==> src/rtl/dmx_pkg.sv <==
package dmx_pkg;

    localparam int ADDR_W = 44;
    localparam int SYS_W  = 35;
    localparam int DATA_W = 64;

    localparam logic [63:0] BASE_KEEP      = 64'h0000_0000_FFF0_0003;
    localparam logic [63:0] BASE_KEEP_LAST = 64'h0000_0080_FFF0_0001;
    localparam logic [63:0] MASK_KEEP      = 64'h0000_0000_FFF0_0000;
    localparam logic [63:0] TBA_KEEP       = 64'h0000_0007_FFFF_FC00;
    localparam logic [63:0] CTL_KEEP       = 64'h0000_001C_FF0F_C7FF;

    localparam int EN_BIT   = 0;
    localparam int PG_BIT   = 1;
    localparam int WIDE_BIT = 39;
    localparam int HOLE_BIT = 5;
    localparam int PASS_BIT = 6;

    typedef enum logic [1:0] {
        RK_BASE = 2'd0,
        RK_MASK = 2'd1,
        RK_TBA  = 2'd2,
        RK_CTL  = 2'd3
    } rkind_e;

    typedef enum logic [1:0] {
        ACT_MISS   = 2'd0,
        ACT_DIRECT = 2'd1,
        ACT_FETCH  = 2'd2
    } act_e;

    typedef enum logic [1:0] {
        ST_IDLE  = 2'd0,
        ST_FETCH = 2'd1,
        ST_WAIT  = 2'd2
    } st_e;

    typedef struct packed {
        act_e              act;
        logic [SYS_W-1:0]  sys;
        logic [SYS_W-1:0]  pte;
    } plan_t;

    function automatic logic [SYS_W-1:0] linear_map(
        input logic [63:0] tba, input logic [63:0] mask, input logic [ADDR_W-1:0] a);
        logic [SYS_W-1:0] ext;
        ext = mask[SYS_W-1:0] | 35'h0_000F_FFFF;
        return (tba[SYS_W-1:0] & ~ext) | (a[SYS_W-1:0] & ext);
    endfunction

    function automatic logic [SYS_W-1:0] paged_entry_addr(
        input logic [63:0] tba, input logic [63:0] mask, input logic [ADDR_W-1:0] a);
        logic [SYS_W-1:0] hi;
        logic [31:0]      lo;
        hi = tba[SYS_W-1:0] & ~(mask[SYS_W-1:0] >> 10);
        lo = a[31:0] & (mask[31:0] | 32'h000F_E000);
        return hi | ({3'b000, lo} >> 10);
    endfunction

    function automatic logic [SYS_W-1:0] wide_entry_addr(
        input logic [63:0] tba, input logic [ADDR_W-1:0] a);
        logic [31:0] lo;
        lo = a[31:0] & 32'hFFFF_E000;
        return (tba[SYS_W-1:0] & 35'h7_FFC0_0000) | ({3'b000, lo} >> 10);
    endfunction

    function automatic logic [SYS_W-1:0] entry_to_sys(
        input logic [DATA_W-1:0] pte, input logic [12:0] off);
        return {1'b0, pte[21:1], off};
    endfunction

endpackage

==> src/rtl/dmx_regs.sv <==
module dmx_regs
    import dmx_pkg::*;
#(
    parameter int NWIN  = 4,
    parameter int WIN_W = 2,
    parameter int SEL_W = 4
) (
    input  logic              clk,
    input  logic              rst,
    input  logic              we,
    input  logic [SEL_W-1:0]  sel,
    input  logic [63:0]       wdata,
    output logic [63:0]       rdata,
    output logic [63:0]       base_o [NWIN],
    output logic [63:0]       mask_o [NWIN],
    output logic [63:0]       tba_o  [NWIN],
    output logic [63:0]       ctl_o
);

    rkind_e           kind;
    logic [WIN_W-1:0] idx;
    logic [63:0]      ctl_q;

    assign kind  = rkind_e'(sel[SEL_W-1 -: 2]);
    assign idx   = sel[WIN_W-1:0];
    assign ctl_o = ctl_q;

    for (genvar w = 0; w < NWIN; w++) begin : g_win
        logic        sel_w;
        logic [63:0] base_q, mask_q, tba_q;

        assign sel_w = we && (int'(idx) == w);

        if (w == NWIN - 1) begin : g_last
            always_ff @(posedge clk) begin
                if (rst) begin
                    base_q <= 64'h2;
                end else if (sel_w && kind == RK_BASE) begin
                    base_q <= (wdata & BASE_KEEP_LAST) | 64'h2;
                end
            end
        end else begin : g_plain
            always_ff @(posedge clk) begin
                if (rst) begin
                    base_q <= '0;
                end else if (sel_w && kind == RK_BASE) begin
                    base_q <= wdata & BASE_KEEP;
                end
            end
        end

        always_ff @(posedge clk) begin
            if (rst) begin
                mask_q <= '0;
                tba_q  <= '0;
            end else begin
                if (sel_w && kind == RK_MASK) mask_q <= wdata & MASK_KEEP;
                if (sel_w && kind == RK_TBA)  tba_q  <= wdata & TBA_KEEP;
            end
        end

        assign base_o[w] = base_q;
        assign mask_o[w] = mask_q;
        assign tba_o[w]  = tba_q;
    end

    always_ff @(posedge clk) begin
        if (rst) begin
            ctl_q <= '0;
        end else if (we && kind == RK_CTL) begin
            ctl_q <= wdata & CTL_KEEP;
        end
    end

    always_comb begin
        rdata = '0;
        if (kind == RK_CTL) begin
            rdata = ctl_q;
        end else if (int'(idx) < NWIN) begin
            case (kind)
                RK_BASE: rdata = base_o[idx];
                RK_MASK: rdata = mask_o[idx];
                RK_TBA:  rdata = tba_o[idx];
                default: rdata = '0;
            endcase
        end
    end

endmodule

==> src/rtl/dmx_decode.sv <==
module dmx_decode
    import dmx_pkg::*;
#(
    parameter int NWIN = 4
) (
    input  logic [ADDR_W-1:0] addr,
    input  logic [63:0]       base [NWIN],
    input  logic [63:0]       mask [NWIN],
    input  logic [63:0]       tba  [NWIN],
    input  logic [63:0]       ctl,
    output plan_t             plan
);

    localparam int LAST = NWIN - 1;

    logic            narrow;
    logic            in_hole;
    logic            in_pass;
    logic            in_wide;
    logic [NWIN-1:0] hit_v;

    assign narrow  = (addr[ADDR_W-1:32] == '0);
    assign in_hole = ctl[HOLE_BIT] && narrow && (addr[31:19] == 13'h0001);
    assign in_pass = ctl[PASS_BIT] && (addr[ADDR_W-1:40] == 4'h1);
    assign in_wide = addr[ADDR_W-1] && base[LAST][EN_BIT] && base[LAST][WIDE_BIT];

    for (genvar w = 0; w < NWIN; w++) begin : g_match
        logic cmp;
        assign cmp = ((addr[31:20] & ~mask[w][31:20]) == base[w][31:20]);
        if (w == LAST) begin : g_last
            assign hit_v[w] = narrow && base[w][EN_BIT] && !base[w][WIDE_BIT] && cmp;
        end else begin : g_plain
            assign hit_v[w] = narrow && base[w][EN_BIT] && cmp;
        end
    end

    always_comb begin
        logic found;
        found = 1'b0;
        plan  = '{act: ACT_MISS, sys: '0, pte: '0};
        if (narrow) begin
            if (!in_hole) begin
                for (int w = 0; w < NWIN; w++) begin
                    if (!found && hit_v[w]) begin
                        found = 1'b1;
                        if (base[w][PG_BIT]) begin
                            plan.act = ACT_FETCH;
                            plan.pte = paged_entry_addr(tba[w], mask[w], addr);
                        end else begin
                            plan.act = ACT_DIRECT;
                            plan.sys = linear_map(tba[w], mask[w], addr);
                        end
                    end
                end
            end
        end else if (in_pass) begin
            plan.act = ACT_DIRECT;
            plan.sys = addr[SYS_W-1:0];
        end else if (in_wide) begin
            plan.act = ACT_FETCH;
            plan.pte = wide_entry_addr(tba[LAST], addr);
        end
    end

endmodule

==> src/rtl/dmx_walk.sv <==
module dmx_walk
    import dmx_pkg::*;
(
    input  logic              clk,
    input  logic              rst,
    input  logic              req_valid,
    input  logic [12:0]       req_off,
    input  plan_t             plan,
    output logic              req_ready,
    output logic              mem_req_valid,
    input  logic              mem_req_ready,
    output logic [SYS_W-1:0]  mem_req_addr,
    input  logic              mem_rsp_valid,
    input  logic [DATA_W-1:0] mem_rsp_data,
    output logic              rsp_valid,
    output logic              rsp_hit,
    output logic [SYS_W-1:0]  rsp_addr
);

    st_e              state_q;
    logic [SYS_W-1:0] pte_q;
    logic [12:0]      off_q;

    assign req_ready     = (state_q == ST_IDLE);
    assign mem_req_valid = (state_q == ST_FETCH);
    assign mem_req_addr  = pte_q;

    always_ff @(posedge clk) begin
        if (rst) begin
            state_q   <= ST_IDLE;
            pte_q     <= '0;
            off_q     <= '0;
            rsp_valid <= 1'b0;
            rsp_hit   <= 1'b0;
            rsp_addr  <= '0;
        end else begin
            rsp_valid <= 1'b0;
            case (state_q)
                ST_IDLE: begin
                    if (req_valid) begin
                        case (plan.act)
                            ACT_DIRECT: begin
                                rsp_valid <= 1'b1;
                                rsp_hit   <= 1'b1;
                                rsp_addr  <= plan.sys;
                            end
                            ACT_FETCH: begin
                                pte_q   <= plan.pte;
                                off_q   <= req_off;
                                state_q <= ST_FETCH;
                            end
                            default: begin
                                rsp_valid <= 1'b1;
                                rsp_hit   <= 1'b0;
                                rsp_addr  <= '0;
                            end
                        endcase
                    end
                end
                ST_FETCH: begin
                    if (mem_req_ready) state_q <= ST_WAIT;
                end
                ST_WAIT: begin
                    if (mem_rsp_valid) begin
                        rsp_valid <= 1'b1;
                        rsp_hit   <= mem_rsp_data[0];
                        rsp_addr  <= mem_rsp_data[0] ? entry_to_sys(mem_rsp_data, off_q) : '0;
                        state_q   <= ST_IDLE;
                    end
                end
                default: state_q <= ST_IDLE;
            endcase
        end
    end

endmodule

==> src/rtl/pci_dma_xlat.sv <==
module pci_dma_xlat
    import dmx_pkg::*;
#(
    parameter int NWIN = 4,
    localparam int WIN_W = (NWIN > 1) ? $clog2(NWIN) : 1,
    localparam int SEL_W = WIN_W + 2
) (
    input  logic              clk,
    input  logic              rst,
    input  logic              reg_we,
    input  logic [SEL_W-1:0]  reg_sel,
    input  logic [63:0]       reg_wdata,
    output logic [63:0]       reg_rdata,
    input  logic              req_valid,
    output logic              req_ready,
    input  logic [ADDR_W-1:0] req_addr,
    output logic              rsp_valid,
    output logic              rsp_hit,
    output logic [SYS_W-1:0]  rsp_addr,
    output logic              mem_req_valid,
    input  logic              mem_req_ready,
    output logic [SYS_W-1:0]  mem_req_addr,
    input  logic              mem_rsp_valid,
    input  logic [DATA_W-1:0] mem_rsp_data
);

    logic [63:0] base_w [NWIN];
    logic [63:0] mask_w [NWIN];
    logic [63:0] tba_w  [NWIN];
    logic [63:0] ctl_q;
    plan_t       plan;

    dmx_regs #(.NWIN(NWIN), .WIN_W(WIN_W), .SEL_W(SEL_W)) u_regs (
        .clk    (clk),
        .rst    (rst),
        .we     (reg_we),
        .sel    (reg_sel),
        .wdata  (reg_wdata),
        .rdata  (reg_rdata),
        .base_o (base_w),
        .mask_o (mask_w),
        .tba_o  (tba_w),
        .ctl_o  (ctl_q)
    );

    dmx_decode #(.NWIN(NWIN)) u_decode (
        .addr (req_addr),
        .base (base_w),
        .mask (mask_w),
        .tba  (tba_w),
        .ctl  (ctl_q),
        .plan (plan)
    );

    dmx_walk u_walk (
        .clk           (clk),
        .rst           (rst),
        .req_valid     (req_valid),
        .req_off       (req_addr[12:0]),
        .plan          (plan),
        .req_ready     (req_ready),
        .mem_req_valid (mem_req_valid),
        .mem_req_ready (mem_req_ready),
        .mem_req_addr  (mem_req_addr),
        .mem_rsp_valid (mem_rsp_valid),
        .mem_rsp_data  (mem_rsp_data),
        .rsp_valid     (rsp_valid),
        .rsp_hit       (rsp_hit),
        .rsp_addr      (rsp_addr)
    );

endmodule

==> config.mk <==
export PLATFORM = sky130hd
export DESIGN_NAME = pci_dma_xlat
export DESIGN_NICKNAME = d
export VERILOG_FILES = /design/src/rtl/dmx_pkg.sv /design/src/rtl/dmx_regs.sv /design/src/rtl/dmx_decode.sv /design/src/rtl/dmx_walk.sv /design/src/rtl/pci_dma_xlat.sv
export SDC_FILE = /design/constraint.sdc
export NUM_CORES = 1
export LEC_CHECK = 0
export BUFFER_PORTS_ARGS = -buffer_cell sky130_fd_sc_hd__buf_2
export CAP_MARGIN = 20
export CORE_ASPECT_RATIO = 0.7
export CORE_MARGIN = 3
export CORE_UTILIZATION = 40
export DETAILED_ROUTE_END_ITERATION = 8
export GPL_TIMING_DRIVEN = 0
export HOLD_SLACK_MARGIN = 0.1
export PLACE_DENSITY = 0.58
export SYNTH_ARGS = -nofsm -noshare
export SYNTH_HDL_FRONTEND = slang
export SYNTH_SLANG_ARGS = --single-unit
==> constraint.sdc <==
create_clock -name clk -period 5.17 [get_ports clk]
set_input_delay 1.034 -clock clk [delete_from_list [all_inputs] [get_ports clk]]
set_output_delay 1.034 -clock clk [all_outputs]
set_load 0.02 [all_outputs]
=== Word-level counts from Yosys, hierarchy flattened ===
Index checks and enable logic that the tools add are counted.

* Flip-flop bits (word level): 319
* Input port bits: 182

* Order comparisons: 1
* Eq/ne operators: 21
* Multiplexer cells: 58
* Bitwise operators: 38
* Reduce and logical (&&, ||, !) cells: 46

{| class="wikitable"
|+ Operators by type and width
! kind !! count
|-
| 64-bit 2-to-1 mux || 7
|-
| 72-bit 2-to-1 mux || 6
|-
| 35-bit 2-to-1 mux || 11
|-
| 64-bit binary-select mux with 2-bit select || 3
|-
| 35-bit AND || 7
|-
| 64-bit case mux with 3 select lines || 1
|-
| 35-bit by 22-bit bitwise OR with 35-bit output || 5
|-
| 22-bit inverter with 35-bit output || 4
|-
| 35-bit case mux with 2 select lines || 2
|-
| 32-bit AND || 4
|-
| 35-bit by 32-bit AND with 35-bit output || 3
|-
| 32-bit inverter with 35-bit output || 3
|-
| 35-bit bitwise OR || 3
|-
| 12-bit AND || 4
|-
| 12-bit == test || 4
|-
| 12-bit inverter || 4
|-
| 1-bit logical AND || 34
|-
| 34-bit 2-to-1 mux || 1
|-
| 2-bit 2-to-1 mux || 9
|-
| 1-bit 2-to-1 mux || 14
|-
| 13-bit by 1-bit == test with 1-bit output (second input constant) || 1
|-
| 2-bit == test (second input constant) || 6
|-
| 12-bit logical NOT || 1
|-
| 2-bit by 1-bit == test with 1-bit output (second input constant) || 4
|-
| other kinds (12) || 23
|}

=== Depth between registers and ports, before layout ===
Gate-level depths: netlist (run 1).

* Word-level depth: 26
* Gate-level depth with buffers: 14

=== Modules after synthesis ===
A second synthesis (run 1) with hierarchy kept.

* Cell total of the unflattened synthesis: 2965
* Area total of the unflattened synthesis: 23679.0 µm²

{| class="wikitable"
|+ By module, submodules not included
! module !! instances !! cells each !! area an instance (µm²) !! seq. area each (µm²)
|-
| dmx_regs || 1 || 1853 || 15285.9 || 4644.5
|-
| dmx_decode || 1 || 714 || 4784.6 || 0.0
|-
| dmx_walk || 1 || 398 || 3608.5 || 1741.7
|}

=== Worst setup path after synthesis (run 1) ===
Ideal clock, no wire load.

* Path kind: input port to output port
* Start point: input reg_sel[1]
* End point: output reg_rdata[23]
* Arrival: 3.290 ns
* Data required time: 4.136 ns
* Path slack: 0.846 ns
* Stages: 7
* Buffers on the path: 4
* Cell sequence: buf_1 clkbuf_1 clkbuf_1 buf_1 mux4_2 nand2_1 o21ai_0

* Longest elaborated chain between the ends: 6
* Elaborated cells on any way between the ends: 12
* Those cells by class: mux (11); bitwise (1)

{| class="wikitable"
|+ Ends and longest elaborated chain
! element !! line !! source
|-
| start: declaration || pci_dma_xlat.sv:11 || <nowiki>input logic [SEL_W-1:0] reg_sel,</nowiki>
|-
| 2-bit inverter with 3-bit output (not written as such) (*) || dmx_regs.sv:81, dmx_regs.sv:82, dmx_regs.sv:83 ||
|-
| 64-bit binary-select mux with 2-bit select, on equally long branches || dmx_regs.sv:83, dmx_regs.sv:81, dmx_regs.sv:82 ||
|-
| 64-bit 2-to-1 mux, on equally long branches (2 in series) || dmx_regs.sv:83, dmx_regs.sv:81, dmx_regs.sv:82 ||
|-
| 64-bit case mux with 3 select lines (*) || dmx_regs.sv:80 || <nowiki>case (kind)</nowiki>
|-
| 64-bit 2-to-1 mux (*) || dmx_regs.sv:77 || <nowiki>if (kind == RK_CTL) begin</nowiki>
|-
| end: declaration || pci_dma_xlat.sv:13 || <nowiki>output logic [63:0] reg_rdata,</nowiki>
|}

Every way passes the cells marked *; elsewhere a longest branch is shown, timed or not. The select of a mux whose other input is x is not followed.

=== Worst setup path in the final report (run 1) ===
* Start point: input reg_sel[0]
* End point: output reg_rdata[23]

Same word-level chain as after synthesis.

==> impl_metrics.py, run 1 <==
metrics = {
    "placed_design": {
        "io_buffer_count": 221,
        "pre_cts_slack_ns": -0.941,
        "dp_hpwl_mm": 61.6,
        "gp_congestion": 1.02,
        "dp_cells": 2733,
        "placed_cell_area_sq_mm": 0.0186,
    },
    "flow_run": {
        "maxCapViolCount": 0,
    },
    "synth": {
        "synth_top_area_share_pct": 38.0,
        "avgSynthCellArea_sq_um": 8.56,
        "ys_top_cells_by_count": "403 x nand2_1, 316 x dfxtp_1, 214 x a21oi_1",
        "synth_edf_count": 0,
        "ys_warn_count": 0,
        "synth_flop_cell": "dfxtp_1",
        "yosysSeqAreaShare_pct": 38.0,
        "synth_top_area_cell": "dfxtp_1",
        "syn_inst": 1946,
        "ys_ff_latch": 316,
        "synth.most_common_cell": "nand2_1",
        "ys_async_sr_fraction_pct": 0,
        "synth_cell_types": 59,
        "synth_area_sq_mm": 0.0167,
        "synthTopCellsByArea": "dfxtp_1 38%, nand2_1 9.1%, mux4_2 7.8%",
    },
    "global_routing": {
        "grt_use_met2_pct": 50.1,
        "grt_use_met1_pct": 51.9,
        "grt-ovfl-total": 0,
        "grt_max_degree": 14,
        "grt_pass1_vias": 15800,
        "grtUsageMet3_pct": 8.56,
        "antenna_found_initial": 4,
        "grt_pass1_wl_mm": 113,
        "track_usage_pct": 35.2,
        "top_usage_layer": "met1",
    },
    "die": {
        "num_rows": 61,
        "fp.dieW_um": 250,
        "start_util_pct": 41.3,
        "io-pin-count": 320,
        "dieHeight_um": 177,
        "dieArea_sq_mm": 0.0442,
        "core_sq_mm": 0.0404,
    },
    "timing": {
        "relSlewSlack_pct": 15.7,
        "worstMarginPinSlew_ns": 1.26,
        "max_freq_ghz": 0.197,
        "setup_slack_ns": 0.0997,
        "setup_violations": 0,
        "hold_slack_ns": 0.454,
        "fin_crit_sh_pct": 98.1,
        "hold_viol": 0,
        "finalCriticalPeriod_ns": 5.07,
        "skew_ns": 0.0298,
        "grt_setup_unrepaired": "false",
        "final_max_slew_viol_count": 0,
        "setup_tns_ns": 0,
    },
    "pwr": {
        "leakage_nw": 7.07,
        "total_power_mw": 5.68,
        "peakVddDrop_mv": 0.244,
        "powerDensity_mw_per_mm2": 287,
    },
    "run_status": {
        "status": "completed",
    },
    "final_layout": {
        "final_cell_count_no_fill": 2792,
        "final_core_util_pct": 48.9,
        "finalInstanceArea_sq_mm": 0.0198,
        "drive_gt1_share_pct": 20.9,
        "fin_nets": 2415,
        "syn2layout_area_growth_pct": 18.6,
    },
    "detailed_routing": {
        "drcViolationCount": 0,
        "avgRoutedWirePerCell_um": 28.8,
        "vias": 17000,
        "drt_iter0_drc": 2493,
        "vias_per_cell": 6.10,
        "drt-total-wl_mm": 80.5,
        "drtPass1Iterations": 7,
        "final_antenna_net_count": 0,
    },
    "clock_network": {
        "cts_made_buffers": 35,
        "htree_levels": 2,
        "cts_resized": 7,
        "path_clk_slew_ns": 0.06,
        "clkSinkCount": 316,
        "cts_setup_buffers": 0,
        "cts_root_buffer": "clkbuf_16",
        "clk_latency_ns": 0.55,
        "cts_tree": "done",
        "clk_path_buf_depth": 3,
        "ctsHoldBuffers": 0,
    },
    "hold_path": {
        "min_path_type": "reg -> reg",
        "hold_path_depth": 2,
    },
    "worst_setup_path": {
        "ff2ff_path_depth": 10,
        "critical_path_required_ns": 4.14,
        "worstPathMaxFanout": 10,
        "criticalPathCategory": "in -> out",
        "critPathLaunchType": "primary input",
        "end_kind": "output pin",
        "worstPathArrival_ns": 4.04,
    },
}
[sequential cells by signal, summed over array words and instances (netlist names)]
| name | count |
|---|---|
| u_walk.state_q | 2 |
| u_walk.rsp_addr | 35 |
| u_walk.off_q | 13 |
| u_walk.rsp_hit | 1 |
| u_walk.mem_req_addr | 32 |
| u_regs.g_win.tba_q | 100 |
| u_regs.ctl_o | 28 |
| u_regs.g_win.mask_q | 48 |
| u_regs.g_win.base_q | 56 |
| u_walk.rsp_valid | 1 |
[report_power, final]
part / switching (mW) / total [mW] / internal (mW) / leakage (nW)
Clock: 1.11 / 2.58 / 1.47 / 0.567
Sequential: 0.0474 / 2.52 / 2.48 / 2.56
Combinational: 0.390 / 0.576 / 0.186 / 3.95
Total: 1.54 / 5.68 / 4.13 / 7.07
[layer usage]
layer	up-vias	share of wire (%)
li1	7378	-
met1	8363	43
met2	1108	41
met3	190	12
met4	2	3.7
met5	-	0.020
[layout make-up]
class                   instances  area [sq um]
diodes                          1          2.50
inverters                      18          67.6
multi-input cells            1444          9460
well taps                     535           669
flip-flops and latches        316          6330
clock buffers                  51          1060
fillers                      3953         20600
clock inverters                 9          91.3
repair buffers                224          1160
plain buffers                 194           927
[critical path, stage by stage]
cell	delay [ns]
buf_2	0.11
buf_2	0.45
clkdlybuf4s15_2	0.57
clkbuf_1	0.69
mux4_2	0.66
nand2_1	0.11
o21ai_0	0.16
buf_2	0.23
[final timing paths]
| kind | start | end | slack, ns |
|---|---|---|---|
| hold reg to reg | u_regs.ctl_o[4] | u_regs.ctl_o[4] | 0.45 |
| setup / recovery | reg_sel[0] | reg_rdata[23] | 0.1 |
| hold / removal | u_regs.ctl_o[4] | u_regs.ctl_o[4] | 0.45 |
| setup reg to reg | u_regs.g_win[0].mask_q[20] | u_walk.rsp_addr[15] | 0.75 |
[cell usage in the layout, fill, tap and decap left out, drive strengths merged, types with 39 or more instances in the layout]
| cell type | count |
|---|---|
| a211oi | 42 |
| clkbuf | 178 |
| nor2b | 70 |
| nor2 | 105 |
| buf | 289 |
| dfxtp | 316 |
| mux4 | 58 |
| a21oi | 214 |
| xnor2 | 48 |
| nor3 | 56 |
| nand2 | 403 |
| a22oi | 39 |
| mux2i | 113 |
[cell families after synthesis]
logic type | count (synthesis) | synth area share (%)
and+or+nand+nor | 754 | 20.8
other | 1 | 0.0225
DFF | 316 | 38.0
xor gates and xnor gates | 48 | 2.52
AOI/OAI and AO/OA | 408 | 15.9
buffers and inverters | 214 | 5.91
muxes | 205 | 16.9
Note: power is estimated with default switching activity, not from simulation.
==> run 2: changes to the inputs <==
==> constraint.sdc (replaced) <==
create_clock -name clk -period 5.11 [get_ports clk]
set_input_delay 1.022 -clock clk [delete_from_list [all_inputs] [get_ports clk]]
set_output_delay 1.022 -clock clk [all_outputs]
set_load 0.02 [all_outputs]
==> impl_metrics.py, run 2 (same netlist as run 1, synthesis figures left out) <==
metrics = {
    "clock_network": {
        "cts_made_buffers": 35,
        "ctsHoldBuffers": 0,
        "clkSinkCount": 316,
        "clk_path_buf_depth": 3,
        "htree_levels": 2,
        "path_clk_slew_ns": 0.06,
        "cts_root_buffer": "clkbuf_16",
        "clk_latency_ns": 0.56,
        "cts_tree": "done",
    },
    "worst_setup_path": {
        "worstPathMaxFanout": 10,
        "critPathLaunchType": "primary input",
        "end_kind": "output pin",
        "critical_path_required_ns": 4.09,
        "worstPathArrival_ns": 4.01,
        "ff2ff_path_depth": 10,
        "criticalPathCategory": "in -> out",
    },
    "final_layout": {
        "fin_nets": 2415,
        "final_cell_mix": "403 x nand2_1, 316 x dfxtp_1, 240 x buf_2",
        "largestRegisters": "u_regs.g_win.tba_q (100), u_regs.g_win.base_q (56), u_regs.g_win.mask_q (48)",
        "final_common_cell": "nand2_1",
        "largest_register": "u_regs.g_win.tba_q",
        "fillers": 3952,
        "finalInstanceArea_sq_mm": 0.0198,
        "largest_register_ffs": 100,
        "drive_gt1_share_pct": 20.9,
        "ff_latch_area_sq_mm": 0.00633,
        "antennaDiodeCount": 0,
        "syn2layout_area_growth_pct": 18.6,
        "multiInputGateArea_sq_mm": 0.00946,
        "final_cell_count_no_fill": 2791,
        "final_core_util_pct": 48.9,
    },
    "die": {
        "start_util_pct": 41.3,
        "dieArea_sq_mm": 0.0442,
        "io-pin-count": 320,
        "dieHeight_um": 177,
        "num_rows": 61,
        "core_sq_mm": 0.0404,
        "fp.dieW_um": 250,
    },
    "hold_path": {
        "min_path_type": "reg -> reg",
        "hold_path_depth": 2,
    },
    "pwr": {
        "leakage_nw": 7.07,
        "peakVddDrop_mv": 0.247,
        "powerDensity_mw_per_mm2": 291,
        "total_power_mw": 5.75,
    },
    "global_routing": {
        "grt-ovfl-total": 0,
        "track_usage_pct": 35.2,
        "grt_max_degree": 14,
        "grt_pass1_wl_mm": 113,
        "antenna_found_initial": 4,
        "grt_pass1_vias": 15800,
    },
    "detailed_routing": {
        "drtPass1Iterations": 6,
        "vias_per_cell": 6.11,
        "final_antenna_net_count": 0,
        "drt-total-wl_mm": 80.5,
        "drcViolationCount": 0,
        "vias": 17100,
        "avgRoutedWirePerCell_um": 28.8,
        "drt_iter0_drc": 2491,
    },
    "timing": {
        "fin_crit_sh_pct": 98.6,
        "relSlewSlack_pct": 18.4,
        "skew_ns": 0.0307,
        "finalCriticalPeriod_ns": 5.04,
        "max_freq_ghz": 0.199,
        "setup_violations": 0,
        "hold_viol": 0,
        "final_max_slew_viol_count": 0,
        "setup_tns_ns": 0,
        "worstMarginPinSlew_ns": 1.22,
        "grt_setup_unrepaired": "false",
    },
    "placed_design": {
        "dp_cells": 2733,
        "io_buffer_count": 221,
        "gp_congestion": 1.02,
        "placed_cell_area_sq_mm": 0.0186,
        "dp_hpwl_mm": 61.6,
    },
    "flow_run": {
        "maxCapViolCount": 0,
    },
    "run_status": {
        "status": "completed",
    },
}
run 2: changes by cell type in the layout (fill, tap and decap cells not counted):
cell | previous run | this run
diode_2 | 1 | 0
o21ai_1 | 13 | 12
o21ai_2 | 0 | 1
run 2: area by class of cell:
cell class,count,share of cell area (%)
multi-input cells,1444,47.9
flip-flops and latches,316,32.0
repair buffers,224,5.85
clock buffers,51,5.35
plain buffers,194,4.69
well taps,535,3.39
clock inverters,9,0.462
inverters,18,0.342
run 2: routing by layer:
layer | share of wire, % | wire length [um] | GRT usage [%]
met5 | 0.021 | 17 | 0
met4 | 3.5 | 2850 | 11.9
met3 | 12 | 9730 | 8.56
met2 | 41 | 33000 | 50.1
met1 | 43 | 34900 | 51.9
run 2: stage by stage:
stage	setup slack [ns]	hold slack [ns]
CTS	0.0947	0.455
global route	0.0260	0.472
finish	0.0730	0.454
detailed placement	-0.977	0.446
floorplan	0.810	0.432
global placement	-1.02	0.439
run 2: path summary, 6_finish.rpt:
check	slack, ns	endpoint	from
setup / recovery	0.07	reg_rdata[23]	reg_sel[0]
hold / removal	0.45	u_regs.ctl_o[4]	u_regs.ctl_o[4]
setup reg to reg	0.69	u_walk.rsp_addr[15]	u_regs.g_win[0].mask_q[20]
hold reg to reg	0.45	u_regs.ctl_o[4]	u_regs.ctl_o[4]
run 2: repair_timing:
item	4_1_cts	5_1_grt
resized for setup	7	2
buffers inserted	0	0
setup endpoints to repair	25	13
run 2: report_power, final:
part | leakage [nW] | internal (mW) | switching (mW) | total [mW]
logic | 3.95 | 0.188 | 0.394 | 0.582
registers | 2.56 | 2.50 | 0.0481 | 2.55
clock network | 0.567 | 1.49 | 1.12 | 2.61
total | 7.07 | 4.18 | 1.56 | 5.75
run 2: critical path: stages:
cell and delay [ns]:
buf_2 0.11, buf_2 0.44, clkdlybuf4s15_2 0.57, clkbuf_1 0.70
mux4_2 0.65, nand2_1 0.12, o21ai_0 0.17, buf_2 0.22
